<file path="src/rtl/bxeb_pkg.sv">
package bxeb_pkg;

  // Classification of one source's input in one cycle
  typedef enum logic [1:0] {
    FR_IDLE = 2'd0,
    FR_TAKE = 2'd1,
    FR_LATE = 2'd2,
    FR_DUP  = 2'd3
  } frag_verdict_e;

endpackage

</file>
<file path="src/rtl/bxeb_frag_gate.sv">
module bxeb_frag_gate
  import bxeb_pkg::*;
#(
  parameter int TS_W     = 12,
  parameter int NUM_SLOT = 8,
  parameter int LATENCY  = 5,
  localparam int SLOT_W  = $clog2(NUM_SLOT)
) (
  input  logic                frag_vld,
  input  logic [TS_W-1:0]     frag_ts,
  input  logic [TS_W-1:0]     bx_now,
  input  logic [NUM_SLOT-1:0] slot_has,
  output frag_verdict_e       verdict,
  output logic [SLOT_W-1:0]   slot_idx
);

  localparam logic [TS_W-1:0] LAT_V = TS_W'(LATENCY);

  logic [TS_W-1:0] age;

  // Age wraps with the counter; labels ahead of the counter look very old
  always_comb begin
    age      = bx_now - frag_ts;
    slot_idx = frag_ts[SLOT_W-1:0];
    if (!frag_vld) begin
      verdict = FR_IDLE;
    end else if (age >= LAT_V) begin
      verdict = FR_LATE;
    end else if (slot_has[slot_idx]) begin
      verdict = FR_DUP;
    end else begin
      verdict = FR_TAKE;
    end
  end

endmodule

</file>
<file path="src/rtl/bxeb_slot_bank.sv">
module bxeb_slot_bank #(
  parameter int NUM_SRC  = 4,
  parameter int NUM_SLOT = 8,
  parameter int DATA_W   = 8,
  localparam int SLOT_W  = $clog2(NUM_SLOT)
) (
  input  logic                                           clk,
  input  logic                                           rst_n,
  input  logic [NUM_SRC-1:0]                             take,
  input  logic [NUM_SRC-1:0][SLOT_W-1:0]                 take_slot,
  input  logic [NUM_SRC-1:0][DATA_W-1:0]                 take_data,
  input  logic [SLOT_W-1:0]                              rel_slot,
  output logic [NUM_SLOT-1:0][NUM_SRC-1:0]               mask_q,
  output logic [NUM_SLOT-1:0][NUM_SRC-1:0][DATA_W-1:0]   data_q
);

  logic [NUM_SLOT-1:0][NUM_SRC-1:0] mask_d;
  logic [NUM_SLOT-1:0][NUM_SRC-1:0] data_en;

  // Next state: the released slot empties; admitted fragments set their bit
  always_comb begin
    for (int s = 0; s < NUM_SLOT; s++) begin
      for (int k = 0; k < NUM_SRC; k++) begin
        data_en[s][k] = take[k] && (take_slot[k] == SLOT_W'(s));
        if (data_en[s][k]) begin
          mask_d[s][k] = 1'b1;
        end else if (rel_slot == SLOT_W'(s)) begin
          mask_d[s][k] = 1'b0;
        end else begin
          mask_d[s][k] = mask_q[s][k];
        end
      end
    end
  end

  always_ff @(posedge clk or negedge rst_n) begin
    if (!rst_n) begin
      mask_q <= '0;
      data_q <= '0;
    end else begin
      mask_q <= mask_d;
      for (int s = 0; s < NUM_SLOT; s++) begin
        for (int k = 0; k < NUM_SRC; k++) begin
          if (data_en[s][k]) begin
            data_q[s][k] <= take_data[k];
          end
        end
      end
    end
  end

  // A slot being released is never the target of an admitted fragment
  for (genvar k = 0; k < NUM_SRC; k++) begin : g_chk
    AST_NO_TAKE_ON_RELEASE: assert property (@(posedge clk) disable iff (!rst_n)
      take[k] |-> (take_slot[k] != rel_slot));
  end

  AST_SLOT_CLEARED: assert property (@(posedge clk) disable iff (!rst_n)
    rst_n |=> (mask_q[$past(rel_slot)] == '0));

endmodule

</file>
<file path="src/rtl/bxeb_emit.sv">
module bxeb_emit #(
  parameter int NUM_SRC = 4,
  parameter int TS_W    = 12,
  parameter int DATA_W  = 8,
  parameter int CNT_W   = 16,
  localparam int DROP_W = $clog2(NUM_SRC + 1)
) (
  input  logic                             clk,
  input  logic                             rst_n,
  input  logic [TS_W-1:0]                  rel_ts,
  input  logic [NUM_SRC-1:0]               rel_mask,
  input  logic [NUM_SRC-1:0][DATA_W-1:0]   rel_data,
  input  logic [DROP_W-1:0]                drop_n,
  output logic                             ev_valid,
  output logic [TS_W-1:0]                  ev_ts,
  output logic [NUM_SRC-1:0]               ev_mask,
  output logic                             ev_incomplete,
  output logic [NUM_SRC*DATA_W-1:0]        ev_data,
  output logic [CNT_W-1:0]                 drop_cnt
);

  logic                      vld_d;
  logic                      inc_d;
  logic [NUM_SRC*DATA_W-1:0] data_d;
  logic                      cnt_en;
  logic [CNT_W-1:0]          cnt_d;

  always_comb begin
    vld_d  = |rel_mask;
    inc_d  = ~&rel_mask;
    for (int k = 0; k < NUM_SRC; k++) begin
      data_d[k*DATA_W +: DATA_W] = rel_mask[k] ? rel_data[k] : '0;
    end
    cnt_en = (drop_n != '0);
    cnt_d  = drop_cnt + CNT_W'(drop_n);
  end

  always_ff @(posedge clk or negedge rst_n) begin
    if (!rst_n) begin
      ev_valid      <= 1'b0;
      ev_ts         <= '0;
      ev_mask       <= '0;
      ev_incomplete <= 1'b0;
      ev_data       <= '0;
    end else begin
      ev_valid <= vld_d;
      if (vld_d) begin
        ev_ts         <= rel_ts;
        ev_mask       <= rel_mask;
        ev_incomplete <= inc_d;
        ev_data       <= data_d;
      end
    end
  end

  always_ff @(posedge clk or negedge rst_n) begin
    if (!rst_n) begin
      drop_cnt <= '0;
    end else if (cnt_en) begin
      drop_cnt <= cnt_d;
    end
  end

  AST_DROP_STEP: assert property (@(posedge clk) disable iff (!rst_n)
    !$stable(drop_cnt) |-> ($past(drop_n) != '0));

endmodule

</file>
<file path="src/rtl/bx_event_builder.sv">
module bx_event_builder
  import bxeb_pkg::*;
#(
  parameter int NUM_SRC  = 4,
  parameter int DATA_W   = 8,
  parameter int TS_W     = 12,
  parameter int NUM_SLOT = 8,
  parameter int LATENCY  = 5,
  parameter int CNT_W    = 16
) (
  input  logic                      clk,
  input  logic                      rst_n,
  input  logic [NUM_SRC-1:0]        frag_vld,
  input  logic [NUM_SRC*TS_W-1:0]   frag_ts,
  input  logic [NUM_SRC*DATA_W-1:0] frag_data,
  input  logic [TS_W-1:0]           bx_now,
  output logic                      ev_valid,
  output logic [TS_W-1:0]           ev_ts,
  output logic [NUM_SRC-1:0]        ev_mask,
  output logic                      ev_incomplete,
  output logic [NUM_SRC*DATA_W-1:0] ev_data,
  output logic [CNT_W-1:0]          drop_cnt
);

  // LATENCY must stay below NUM_SLOT so a slot is free before its label recurs
  localparam int SLOT_W = $clog2(NUM_SLOT);
  localparam int DROP_W = $clog2(NUM_SRC + 1);

  logic [NUM_SLOT-1:0][NUM_SRC-1:0]             mask_q;
  logic [NUM_SLOT-1:0][NUM_SRC-1:0][DATA_W-1:0] data_q;
  frag_verdict_e                                verdict [NUM_SRC];
  logic [NUM_SRC-1:0][SLOT_W-1:0]               slot_idx;
  logic [NUM_SRC-1:0]                           take;
  logic [NUM_SRC-1:0][DATA_W-1:0]               take_data;
  logic [TS_W-1:0]                              rel_ts;
  logic [SLOT_W-1:0]                            rel_slot;
  logic [DROP_W-1:0]                            drop_n;

  for (genvar k = 0; k < NUM_SRC; k++) begin : g_src
    logic [NUM_SLOT-1:0] col;

    always_comb begin
      for (int s = 0; s < NUM_SLOT; s++) begin
        col[s] = mask_q[s][k];
      end
    end

    bxeb_frag_gate #(
      .TS_W     (TS_W),
      .NUM_SLOT (NUM_SLOT),
      .LATENCY  (LATENCY)
    ) u_gate (
      .frag_vld (frag_vld[k]),
      .frag_ts  (frag_ts[k*TS_W +: TS_W]),
      .bx_now   (bx_now),
      .slot_has (col),
      .verdict  (verdict[k]),
      .slot_idx (slot_idx[k])
    );

    assign take[k]      = (verdict[k] == FR_TAKE);
    assign take_data[k] = frag_data[k*DATA_W +: DATA_W];
  end

  // The label whose fixed wait ends on this edge
  always_comb begin
    rel_ts   = bx_now - TS_W'(LATENCY);
    rel_slot = rel_ts[SLOT_W-1:0];
    drop_n   = '0;
    for (int k = 0; k < NUM_SRC; k++) begin
      if (verdict[k] == FR_LATE || verdict[k] == FR_DUP) begin
        drop_n = drop_n + DROP_W'(1);
      end
    end
  end

  bxeb_slot_bank #(
    .NUM_SRC  (NUM_SRC),
    .NUM_SLOT (NUM_SLOT),
    .DATA_W   (DATA_W)
  ) u_bank (
    .clk       (clk),
    .rst_n     (rst_n),
    .take      (take),
    .take_slot (slot_idx),
    .take_data (take_data),
    .rel_slot  (rel_slot),
    .mask_q    (mask_q),
    .data_q    (data_q)
  );

  bxeb_emit #(
    .NUM_SRC (NUM_SRC),
    .TS_W    (TS_W),
    .DATA_W  (DATA_W),
    .CNT_W   (CNT_W)
  ) u_emit (
    .clk           (clk),
    .rst_n         (rst_n),
    .rel_ts        (rel_ts),
    .rel_mask      (mask_q[rel_slot]),
    .rel_data      (data_q[rel_slot]),
    .drop_n        (drop_n),
    .ev_valid      (ev_valid),
    .ev_ts         (ev_ts),
    .ev_mask       (ev_mask),
    .ev_incomplete (ev_incomplete),
    .ev_data       (ev_data),
    .drop_cnt      (drop_cnt)
  );

  AST_FIXED_LATENCY: assert property (@(posedge clk) disable iff (!rst_n)
    ev_valid |-> (ev_ts == $past(bx_now) - TS_W'(LATENCY)));

  AST_ONE_SHOT: assert property (@(posedge clk) disable iff (!rst_n)
    (ev_valid && $past(ev_valid)) |-> (ev_ts != $past(ev_ts)));

endmodule

</file>
<file path="config.mk">
export PLATFORM = sky130hd
export DESIGN_NAME = bx_event_builder
export DESIGN_NICKNAME = d
export VERILOG_FILES = /design/src/rtl/bxeb_pkg.sv /design/src/rtl/bxeb_frag_gate.sv /design/src/rtl/bxeb_slot_bank.sv /design/src/rtl/bxeb_emit.sv /design/src/rtl/bx_event_builder.sv
export SDC_FILE = /design/constraint.sdc
export NUM_CORES = 1
export LEC_CHECK = 0
export BUFFER_PORTS_ARGS = -buffer_cell sky130_fd_sc_hd__buf_4
export CORE_MARGIN = 10
export CORE_UTILIZATION = 62
export CTS_BUF_LIST = sky130_fd_sc_hd__clkbuf_8
export CTS_CLUSTER_DIAMETER = 120
export DETAILED_ROUTE_END_ITERATION = 7
export MAX_ROUTING_LAYER = met4
export PLACE_DENSITY = 0.87
export SYNTH_ARGS = -nofsm -noshare
export SYNTH_HDL_FRONTEND = slang
export SYNTH_SLANG_ARGS = --single-unit
</file>
<file path="constraint.sdc">
create_clock -name clk -period 4.65 [get_ports clk]
set_input_delay 0.93 -clock clk [delete_from_list [all_inputs] [get_ports clk]]
set_output_delay 0.93 -clock clk [all_outputs]
set_load 0.01 [all_outputs]
</file>
Word level (Yosys, flattened, before mapping) --
Index checks and enable logic that the tools add are counted.
Word-level totals: output and inout port bits 66, input port bits 98, logic and storage cells 284, register bits after elaboration 354
Cells by class: muxes and demuxes 72, equality and inequality tests 47, reductions and logical operators 77, order comparisons 9, add/sub/neg operators 9
Operators with widths (number):
- 32-bit binary-select mux with 3-bit select | 1
- 2-bit nonzero test | 32
- 3-bit == test (second input constant) | 20
- 12-bit by 3-bit greater-or-equal comparator with 1-bit output (second input constant) | 4
- 12-bit subtractor | 4
- 1-bit two-way mux | 45
- 1-bit logical AND | 32
- 32-bit two-way mux | 1
- 8-bit two-way mux | 4
- 3-bit by 2-bit == test with 1-bit output (second input constant) | 10
- 2-bit two-way mux | 12
- 3-bit by 4-bit < comparator with 1-bit output (second input constant) | 5
- 16-bit by 3-bit adder with 16-bit output | 1
- 2-bit == test (second input constant) | 8
- 3-bit by 1-bit == test with 1-bit output (second input constant) | 5
- 3-bit logical NOT | 5
- 1-bit binary-select mux with 3-bit select | 4
- 4-bit binary-select mux with 3-bit select | 1
- 12-bit by 3-bit subtractor with 12-bit output (second input constant) | 1
- 3-bit by 1-bit adder with 3-bit output (second input constant) | 3
- 3-bit two-way mux | 3
- 2-bit by 1-bit == test with 1-bit output (second input constant) | 4
- 1-bit logical OR | 4
- 4-bit two-way mux | 1
- 4 further kinds | 4

Longest topological paths before layout --
Gate-level depths: netlist of run 1.
word-level depth 15, depth in mapped cells 29, mapped depth without buffers 26

Modules after synthesis --
From an unflattened synthesis of run 1, not the netlist that was laid out.
Second synthesis, totals: cell total of the unflattened synthesis 1635, area, all modules 19306.0 µm²
By module, submodules not included:
- bxeb_slot_bank | times used 1, area each 10935.5 µm², cells each 660, sequential area each 7206.9 µm²
- bx_event_builder | times used 1, area each 3027.9 µm², cells each 417, sequential area each 0.0 µm²
- bxeb_emit | times used 1, area each 2512.4 µm², cells each 175, sequential area each 1651.6 µm²
- bxeb_frag_gate at g_src[0].u_gate ... | times used 2, area each 643.1 µm², cells each 90, sequential area each 0.0 µm²
- bxeb_frag_gate at g_src[3].u_gate | times used 1, area each 803.3 µm², cells each 106, sequential area each 0.0 µm²
- bxeb_frag_gate at g_src[2].u_gate | times used 1, area each 740.7 µm², cells each 97, sequential area each 0.0 µm²

Worst setup path after synthesis of run 1 --
No wires, ideal clock.
path kind input to register, from in bx_now[0], to reg u_emit.drop_cnt[14], setup time 80 ps, path slack -2472 ps, arrival time 7042 ps, path buffers 3, required time 4570 ps, stages 25, path through buf_1 -> buf_1 -> buf_1 -> inv_1 -> ha_1 -> inv_1 -> fa_1 -> o22ai_1 -> a21oi_1 -> a2111oi_0 -> o211ai_1 -> a211oi_1 -> o2111ai_1 -> a2111oi_4 -> nand2b_1 -> ha_1 -> xor2_1 -> ha_1 -> mux2_2 -> fa_1 -> a21oi_1 -> nor2_1 -> and2_1 -> nand4_1 -> xnor2_1
Between the ends: word-level cells in the longest chain between the ends 14, elaborated cells between the ends (all ways) 37, classes of those cells add/sub (8); order compare (4); eq/ne (8); mux (12); reduce/logical (5)
Ends and longest elaborated chain:
- from (decl) | RTL line bx_event_builder.sv:16 | input logic [TS_W-1:0] bx_now,
- 12-bit subtractor | RTL line bxeb_frag_gate.sv:23 | age = bx_now - frag_ts;
- 12-bit by 3-bit greater-or-equal comparator with 1-bit output | RTL line bxeb_frag_gate.sv:27 | end else if (age >= LAT_V) begin
- 2-bit two-way mux | RTL line bxeb_frag_gate.sv:27
- 2-bit two-way mux | RTL line bxeb_frag_gate.sv:25 | if (!frag_vld) begin
- 2-bit == test | RTL line bx_event_builder.sv:71 | if (verdict[k] == FR_LATE || verdict[k] == FR_DUP) begin
- 1-bit logical OR | RTL line bx_event_builder.sv:71
- 1-bit two-way mux | RTL line bx_event_builder.sv:71
- 3-bit by 1-bit adder with 3-bit output | RTL line bx_event_builder.sv:72 | drop_n = drop_n + DROP_W'(1);
- 3-bit two-way mux | RTL line bx_event_builder.sv:71
- 3-bit by 1-bit adder with 3-bit output | RTL line bx_event_builder.sv:72
- 3-bit two-way mux | RTL line bx_event_builder.sv:71
- 3-bit by 1-bit adder with 3-bit output | RTL line bx_event_builder.sv:72
- 3-bit two-way mux (*) | RTL line bx_event_builder.sv:71
- 16-bit by 3-bit adder with 16-bit output or 3-bit nonzero test (tied branches) | RTL line bxeb_emit.sv:35, bxeb_emit.sv:34
- to (signal assigned) | RTL line bxeb_emit.sv:60 | drop_cnt <= cnt_d;
- to (decl) | RTL line bxeb_emit.sv:19 | output logic [CNT_W-1:0] drop_cnt
Mark *: on every way between the ends. The rest lies on a longest branch, timed or not. A chain may end at the register's enable or synchronous reset.

Worst setup path in the final report of run 1 --
from in bx_now[0], to reg u_emit.drop_cnt[15]
Same word-level chain as after synthesis.

==> impl_metrics.tcl, run 1 <==
set metrics [dict create \
    ir_drop_mv 0.309 \
    critical_path.max_fanout 3 \
    grt_setup_unrepaired "true" \
    setup_violations 15 \
    hp-class "in -> async" \
    clk_path_buf_depth 3 \
    synth_top_family_by_area "multiplexers" \
    ff2ff_path_depth 18 \
    overflow 0 \
    netlist_instances 1463 \
    via_per_inst 6.08 \
    detail_route.iter0.violations 1114 \
    cts_hold_buffers 0 \
    timing.rr.end "u_emit.drop_cnt[15]" \
    synth_edf_count 0 \
    drt-total-wl_um 51600 \
    finalMaxSlewViolations 0 \
    initial_core_util_pct 62.8 \
    port_buffers 163 \
    min_period_ps 4820 \
    final.setup.worst_slack_ps -166 \
    skew_ps 27.3 \
    async_flop_share_pct 100 \
    status "finished, violations left" \
    synth-compound-area-share_pct 7.23 \
    place_inst 2154 \
    synth-seq-cells 354 \
    clk_pin_slew_ps 60 \
    fmax_ghz 0.208 \
    synth.net_count 1621 \
    core_area_um2 29600 \
    synth_cell_type_count 78 \
    violations "negative setup slack" \
    dieWidth_um 193 \
    wire_per_inst_um 22.7 \
    synth.mux.area_fraction_pct 28.1 \
    seq_area_um2 8860 \
    crit_path_end_kind "flop" \
    numCtsBuffers 55 \
    r2r-start "u_bank.mask_q[0]" \
    crit_arrival_ps 5300 \
    num_vias 13800 \
    synthAdderAreaFrac_pct 4.24 \
    power_mw 7.38 \
    hold_viol 0 \
    fin_nets 1996 \
    critPathRequiredTime_ps 5130 \
    detail-route-antenna-nets 0 \
    multi_input_area_um2 9570 \
    hpwl_um 35200 \
    gp_congestion 0.947 \
    first_global_vias 14800 \
    synth_top_cell_area_share_pct 47.7 \
    place_ws_ps -1180 \
    reg2reg_slack_ps 520 \
    grt_max_degree 123 \
    netlist_area_um2 18600 \
    synth-seq-area-share_pct 47.7 \
    cts-root-buf "clkbuf_8" \
    layout-drive-gt1-share_pct 46.6 \
    synth.avg_cell_area_um2 12.7 \
    clock_latency_ps 610 \
    startpoint_type "input port" \
    ios 164 \
    leakagePower_nw 11.8 \
    route.detailed.drc 0 \
    timing.final.crit_share_pct 104 \
    yosysTopAreaCell "dfrtp_1" \
    fin_tns_setup_ps -1690 \
    num_antenna_cells 0 \
    fill_cells 1659 \
    tightest_slew_ps 959 \
    p_per_area_nw_per_um2 317 \
    ys_warn_count 0 \
    antenna_found_initial 0 \
    drv_cap 0 \
    ys.flop_type "dfrtp_1" \
    synthTopCellsByArea "dfrtp_1 48%, mux2_2 16%, mux4_2 9.6%, ha_1 3.7%, mux2i_1 2.6%" \
    grt_usage_pct 28.3 \
    post_synth_and_or_nand_nor_area_fraction_pct 8.16 \
    die_h_um 193 \
    cts_tree "built" \
    die_area_um2 37300 \
    cts.sinks 354 \
    finalNonFillerCells 2271 \
    final_util_pct 78.8 \
    grt_pass1_wl_um 80600 \
    area_delta_synth_final_pct 25.5 \
    h-tree-depth 2 \
    row_count 63 \
    synth-xor-area-share_pct 2.12 \
    relSlewSlack_pct 36.1 \
    critPathKind "in -> reg" \
    drt-pass1-iter-count 6 \
]
==> area by class of cell <==
class / count / area share [%]
clock buffers: 74 / 4.37
multi-input cells: 992 / 41.1
inverters: 64 / 1.06
flip-flops and latches: 354 / 38.0
repair buffers: 371 / 12.6
clock inverters: 26 / 0.800
well taps: 390 / 2.09
==> worst max-delay path by stage <==
stage / start / end / slack, ps / depth (start not counted)
finish: bx_now[0] / u_emit.drop_cnt[15] / -170 / 27
global route: frag_ts[1] / u_emit.drop_cnt[15] / -360 / 24
CTS: bx_now[0] / u_emit.drop_cnt[15] / -240 / 27
detailed placement: bx_now[0] / u_emit.drop_cnt[15] / -1180 / 27
global placement: bx_now[0] / u_emit.drop_cnt[15] / -940 / 27
floorplan: bx_now[0] / u_emit.drop_cnt[15] / -1240 / 27
==> cells in the mapped netlist (6+ instances only) <==
| cell | count |
|---|---|
| xor2_1 | 14 |
| clkbuf_1 | 38 |
| and2_1 | 8 |
| mux4_2 | 79 |
| and3_1 | 6 |
| nand4_1 | 11 |
| nor2b_1 | 9 |
| nand2b_1 | 11 |
| nor3b_1 | 9 |
| mux2_2 | 261 |
| nand2_1 | 127 |
| nand3_1 | 17 |
| buf_1 | 9 |
| a21o_1 | 28 |
| nor3_2 | 9 |
| dfrtp_1 | 354 |
| o21a_1 | 6 |
| a2111oi_0 | 6 |
| nor3_1 | 13 |
| mux2i_1 | 48 |
| inv_1 | 64 |
| ha_1 | 55 |
| xnor2_1 | 31 |
| o21ai_0 | 66 |
| a211oi_1 | 6 |
| nor2_1 | 42 |
| a21oi_1 | 48 |
==> power breakdown <==
group | leakage [nW] | internal [mW] | switching, mW
Clock | 0.670 | 1.54 | 1.25
Sequential | 4.92 | 3.15 | 0.0732
Combinational | 6.20 | 0.661 | 0.703
==> routing by layer <==
metal	wire length [um]	GRT usage, %
met1	20700	35.2
met2	25500	46.6
met3	3640	4.91
met4	1690	9.35
met5	0	-
==> layout by cell type (no fill, tap or decap), drive strengths merged, types with 3 or more instances in the layout <==
master and count:
buf 371, dfrtp 354, mux2 262, nand2 127, mux4 79, inv 79, clkbuf 74, o21ai 67
ha 55, a21oi 49, mux2i 48, nor2 44, xnor2 31, a21o 28, nor3 23, nand3 17
xor2 14, nand4 11, nand2b 11, nor3b 10, nor2b 9, and2 9, a2111oi 9, nor4 8
clkinv 7, o21a 6, and3 6, a211oi 6, o211ai 6, o22ai 5, or4 5, fa 5
or3 4, o21bai 4, a221o 3, and3b 3, a21boi 3
==> worst max-delay path, stage by stage <==
cell and delay, ps:
buf_8 110, inv_8 50, ha_4 130, inv_2 30, fa_2 330, a21o_1 190, a21oi_2 160, buf_4 140
o21bai_4 50, a21oi_2 150, buf_4 130, xnor2_2 60, a211oi_2 220, o2111ai_2 170, a2111oi_4 260, nand2b_4 220
ha_4 220, xor2_4 160, ha_4 250, mux2_4 280, ha_4 270, a21o_1 130, a21oi_2 80, nor2_2 140
and3_1 170, nand4_1 110, xnor2_1 150
==> sequential cells by signal, summed over array words and instances, names as in the netlist <==
name,flops
u_emit.drop_cnt,16
u_bank.data_q,256
u_emit.ev_valid,1
u_bank.mask_q,32
u_emit.ev_data,32
u_emit.ev_incomplete,1
u_emit.ev_mask,4
u_emit.ev_ts,12
==> per-stage QoR <==
stage	hold WS, ps	area [um^2]
detailed placement	472	21700
finish	424	23300
floorplan	458	18700
global route	490	23300
global placement	458	21700
CTS	446	23100
==> kinds of logic (layout without fill, tap and decap cells) <==
group,count (synthesis),after routing
flip-flops,354,354
multiplexers,389,389
XOR/XNOR,45,45
AND/OR/NAND/NOR,294,294
adder cells (fa/ha/maj),60,60
AO/OA/AOI/OAI,204,204
buffers and inverters,117,535
==> timing repair <==
| item | in CTS | in global routing |
|---|---|---|
| endpoints found under the setup margin | 16 | 16 |
| buffers inserted | 9 | 8 |
| cloned | 0 | 0 |
| pin swaps | 29 | 19 |
| gates resized for setup | 23 | 26 |
No activity file was read; power rests on OpenSTA's default activity.
==> run 2, diff against run 1 <==
--- a/config.mk
+++ b/config.mk
@@ -5,6 +5,7 @@
 export SDC_FILE = /design/constraint.sdc
 export NUM_CORES = 1
 export LEC_CHECK = 0
+export ABC_AREA = 1
 export BUFFER_PORTS_ARGS = -buffer_cell sky130_fd_sc_hd__buf_4
 export CORE_MARGIN = 10
 export CORE_UTILIZATION = 62
@@ -12,7 +13,7 @@
 export CTS_CLUSTER_DIAMETER = 120
 export DETAILED_ROUTE_END_ITERATION = 7
 export MAX_ROUTING_LAYER = met4
-export PLACE_DENSITY = 0.87
+export PLACE_DENSITY = 0.86
 export SYNTH_ARGS = -nofsm -noshare
 export SYNTH_HDL_FRONTEND = slang
 export SYNTH_SLANG_ARGS = --single-unit
==> run 2 against run 1 <==
  * The run now ends clean
  * Wire length up 13%
  * Maximum frequency grew 8.9%
  * Sequential power grew 2%
  * Synthesized cell count rose by 73%
  * Combinational power is 19% higher
  * Via count up 39%
  * Sequential share of layout area up 0.48 points
  * Non-clock buffer count shrank 93
  * First-iteration DRC count grew 73%
  * Sequential cell count did not move
  * Cell count up 40%
==> impl_metrics.tcl, run 2 <==
set metrics [dict create \
    status "finished clean" \
    power_mw 7.73 \
    synthTopCellsByArea "dfrtp_1 45%, nand2_1 15%, o21ai_0 7.7%, nor2_1 4.3%, ha_1 3.5%" \
    crit_path_end_kind "flop" \
    tightest_slew_ps 1040 \
    die_area_um2 38900 \
    synth_cell_type_count 48 \
    synth.avg_cell_area_um2 7.69 \
    wire_per_inst_um 18.4 \
    netlist_instances 2534 \
    grt_max_degree 129 \
    first_global_vias 18500 \
    grt_usage_pct 30.3 \
    async_flop_share_pct 100 \
    intPower_mw 5.35 \
    yosysTopAreaCell "dfrtp_1" \
    num_vias 19200 \
    reg2reg_slack_ps 1250 \
    h-tree-depth 2 \
    ir_drop_mv 0.279 \
    drt-pass1-iter-count 7 \
    path_common_cell "buf_4" \
    detail-route-antenna-nets 0 \
    place_ws_ps -615 \
    drt-total-wl_um 58400 \
    switching_share_pct 30.8 \
    skew_ps 18.2 \
    synth.most_common_cell "nand2_1" \
    cp_slowest_cell "buf_4" \
    clk_path_buf_depth 3 \
    drv_cap 0 \
    startpoint_type "input port" \
    numCtsBuffers 56 \
    leakagePower_nw 12.1 \
    timing.rr.end "u_emit.drop_cnt[10]" \
    min_period_ps 4420 \
    hp-class "in -> async" \
    fin_tns_setup_ps 0 \
    cp_cell_sequence "buf_4 > inv_16 > buf_4 > buf_4 > ha_2 > clkinv_1 > buf_4 > o21ai_0 > o22ai_1 > nand2_1 > nand2_1 > nor4_4 > buf_4 > inv_2 > nor2_1 > a41oi_1" \
    ios 164 \
    critPathRequiredTime_ps 5130 \
    power.share.combinational_pct 21.0 \
    cts-root-buf "clkbuf_8" \
    r2r-start "u_bank.mask_q[12]" \
    area_delta_synth_final_pct 18.1 \
    synth_edf_count 0 \
    setup_violations 0 \
    critical_path.max_fanout 59 \
    cp_num_buf_inv 8 \
    synth_top_cell_area_share_pct 45.4 \
    power_switching_mw 2.38 \
    mostFrequentLayoutCells "780 x nand2_1, 354 x dfrtp_1, 295 x o21ai_0" \
    antenna_found_initial 1 \
    largestRegisters "u_bank.data_q (256), u_bank.mask_q (32), u_emit.ev_data (32)" \
    synthTopCellsByCount "785 x nand2_1, 354 x dfrtp_1, 298 x o21ai_0" \
    via_per_inst 6.03 \
    initial_core_util_pct 63.2 \
    p_seq_share_pct 42.8 \
    core_area_um2 30800 \
    route.detailed.drc 0 \
    ff2ff_path_depth 25 \
    row_count 64 \
    gp_congestion 0.994 \
    port_buffers 163 \
    final_util_pct 74.6 \
    synth-seq-cells 354 \
    largest_reg_flops 256 \
    relSlewSlack_pct 30.9 \
    hpwl_um 39200 \
    final_common_cell "nand2_1" \
    grt_pass1_wl_um 94500 \
    fill_cells 2274 \
    max_stage_delay_ps 620 \
    cts_tree "built" \
    synth.net_count 2692 \
    netlist_area_um2 19500 \
    die_h_um 197 \
    synth-seq-area-share_pct 45.4 \
    cts.sinks 354 \
    regMostFlops "u_bank.data_q" \
    fmax_ghz 0.226 \
    fin_nets 2903 \
    detail_route.iter0.violations 1929 \
    overflow 0 \
    clock_latency_ps 630 \
    crit_arrival_ps 4900 \
    crit_family "buffers and inverters" \
    ys.flop_type "dfrtp_1" \
    clk_pin_slew_ps 60 \
    dieWidth_um 197 \
    final.setup.worst_slack_ps 228 \
    p_per_area_nw_per_um2 336 \
    ys_warn_count 0 \
    hold_viol 0 \
    timing.final.crit_share_pct 95.1 \
    critPathKind "in -> reg" \
    clockPowerShare_pct 36.3 \
    layout-drive-gt1-share_pct 15.9 \
    finalMaxSlewViolations 0 \
]
==> run 2: worst max-delay path by stage <==
| stage | from | slack (ps) | cells past startpoint | to |
|---|---|---|---|---|
| final | bx_now[0] | 230 | 16 | u_emit.ev_incomplete |
| after global routing | frag_ts[2] | -40 | 34 | u_emit.drop_cnt[10] |
| after CTS | frag_ts[2] | 20 | 33 | u_emit.drop_cnt[15] |
| after detailed placement | frag_ts[2] | -610 | 33 | u_emit.drop_cnt[15] |
| after global placement | frag_ts[2] | -440 | 33 | u_emit.drop_cnt[15] |
| after floorplan | bx_now[0] | -610 | 32 | u_emit.drop_cnt[15] |
==> run 2: per-stage QoR <==
stage / cell area (um^2) / hold WS, ps / instances
final: 23000 / 410 / 3182
after global placement: 21700 / 448 / 3081
after global routing: 23000 / 482 / 3182
after CTS: 22900 / 465 / 3179
after floorplan: 19700 / 437 / 2534
after detailed placement: 21700 / 453 / 3081
==> run 2: logic make-up after synthesis <==
group / share of synthesized area (%)
xor gates and xnor gates: 1.75
DFF: 45.4
adders and majority gates: 4.04
buffers and inverters: 6.49
AOI/OAI and AO/OA: 13.9
and+or+nand+nor: 28.4
==> run 2: area by class of cell <==
type	instances	area (um^2)	share of cell area (%)
clock buffers	70	963	4.19
inverters	187	731	3.18
well taps	396	495	2.15
multi-input cells	1868	9580	41.6
flip-flops and latches	354	8860	38.5
diodes	1	2.50	0.0109
clock inverters	28	225	0.979
repair buffers	278	2160	9.37
==> run 2: power by group through the flow <==
stage | sequential [mW] | combinational (mW) | clock, mW
6_report | 3.30 | 1.62 | 2.80
5_1_grt | 3.31 | 1.78 | 2.96
4_1_cts | 3.30 | 1.58 | 2.82
3_5_place_dp | 3.35 | 1.57 | 0
3_3_place_gp | 3.35 | 1.53 | 0
2_1_floorplan | 3.37 | 0.871 | 0
==> run 2: timing repair <==
action	CTS	global route
hold buffers	0	0
resized for setup	0	15
endpoints found under the setup margin	0	13
buffers inserted	0	2
==> run 2: metal layers <==
metal,track usage (%),vias up,share of wire [%]
li1,-,8855,-
met1,39.4,9107,40
met2,47.0,1048,46
met3,5.45,172,10
met4,10.8,0,3.1
met5,-,-,0
==> run 2: worst register-to-register path, cell delays in order (launching register included) <==
cell and delay (ps):
dfrtp_1 380, o22ai_1 100, o21ai_0 160, nand2_1 90, inv_1 130, o21ai_1 90
buf_4 160, ha_1 310, inv_1 90, nand3_1 110, nand2_2 110, ha_4 130
nand3_2 80, nand2_2 80, inv_2 40, nor2_4 130, inv_4 40, ha_4 270
buf_4 110, a21o_1 150, nand2_4 90, nor2_4 140, nand2_1 70, xnor2_1 120
nand2_1 60, nand2_1 50
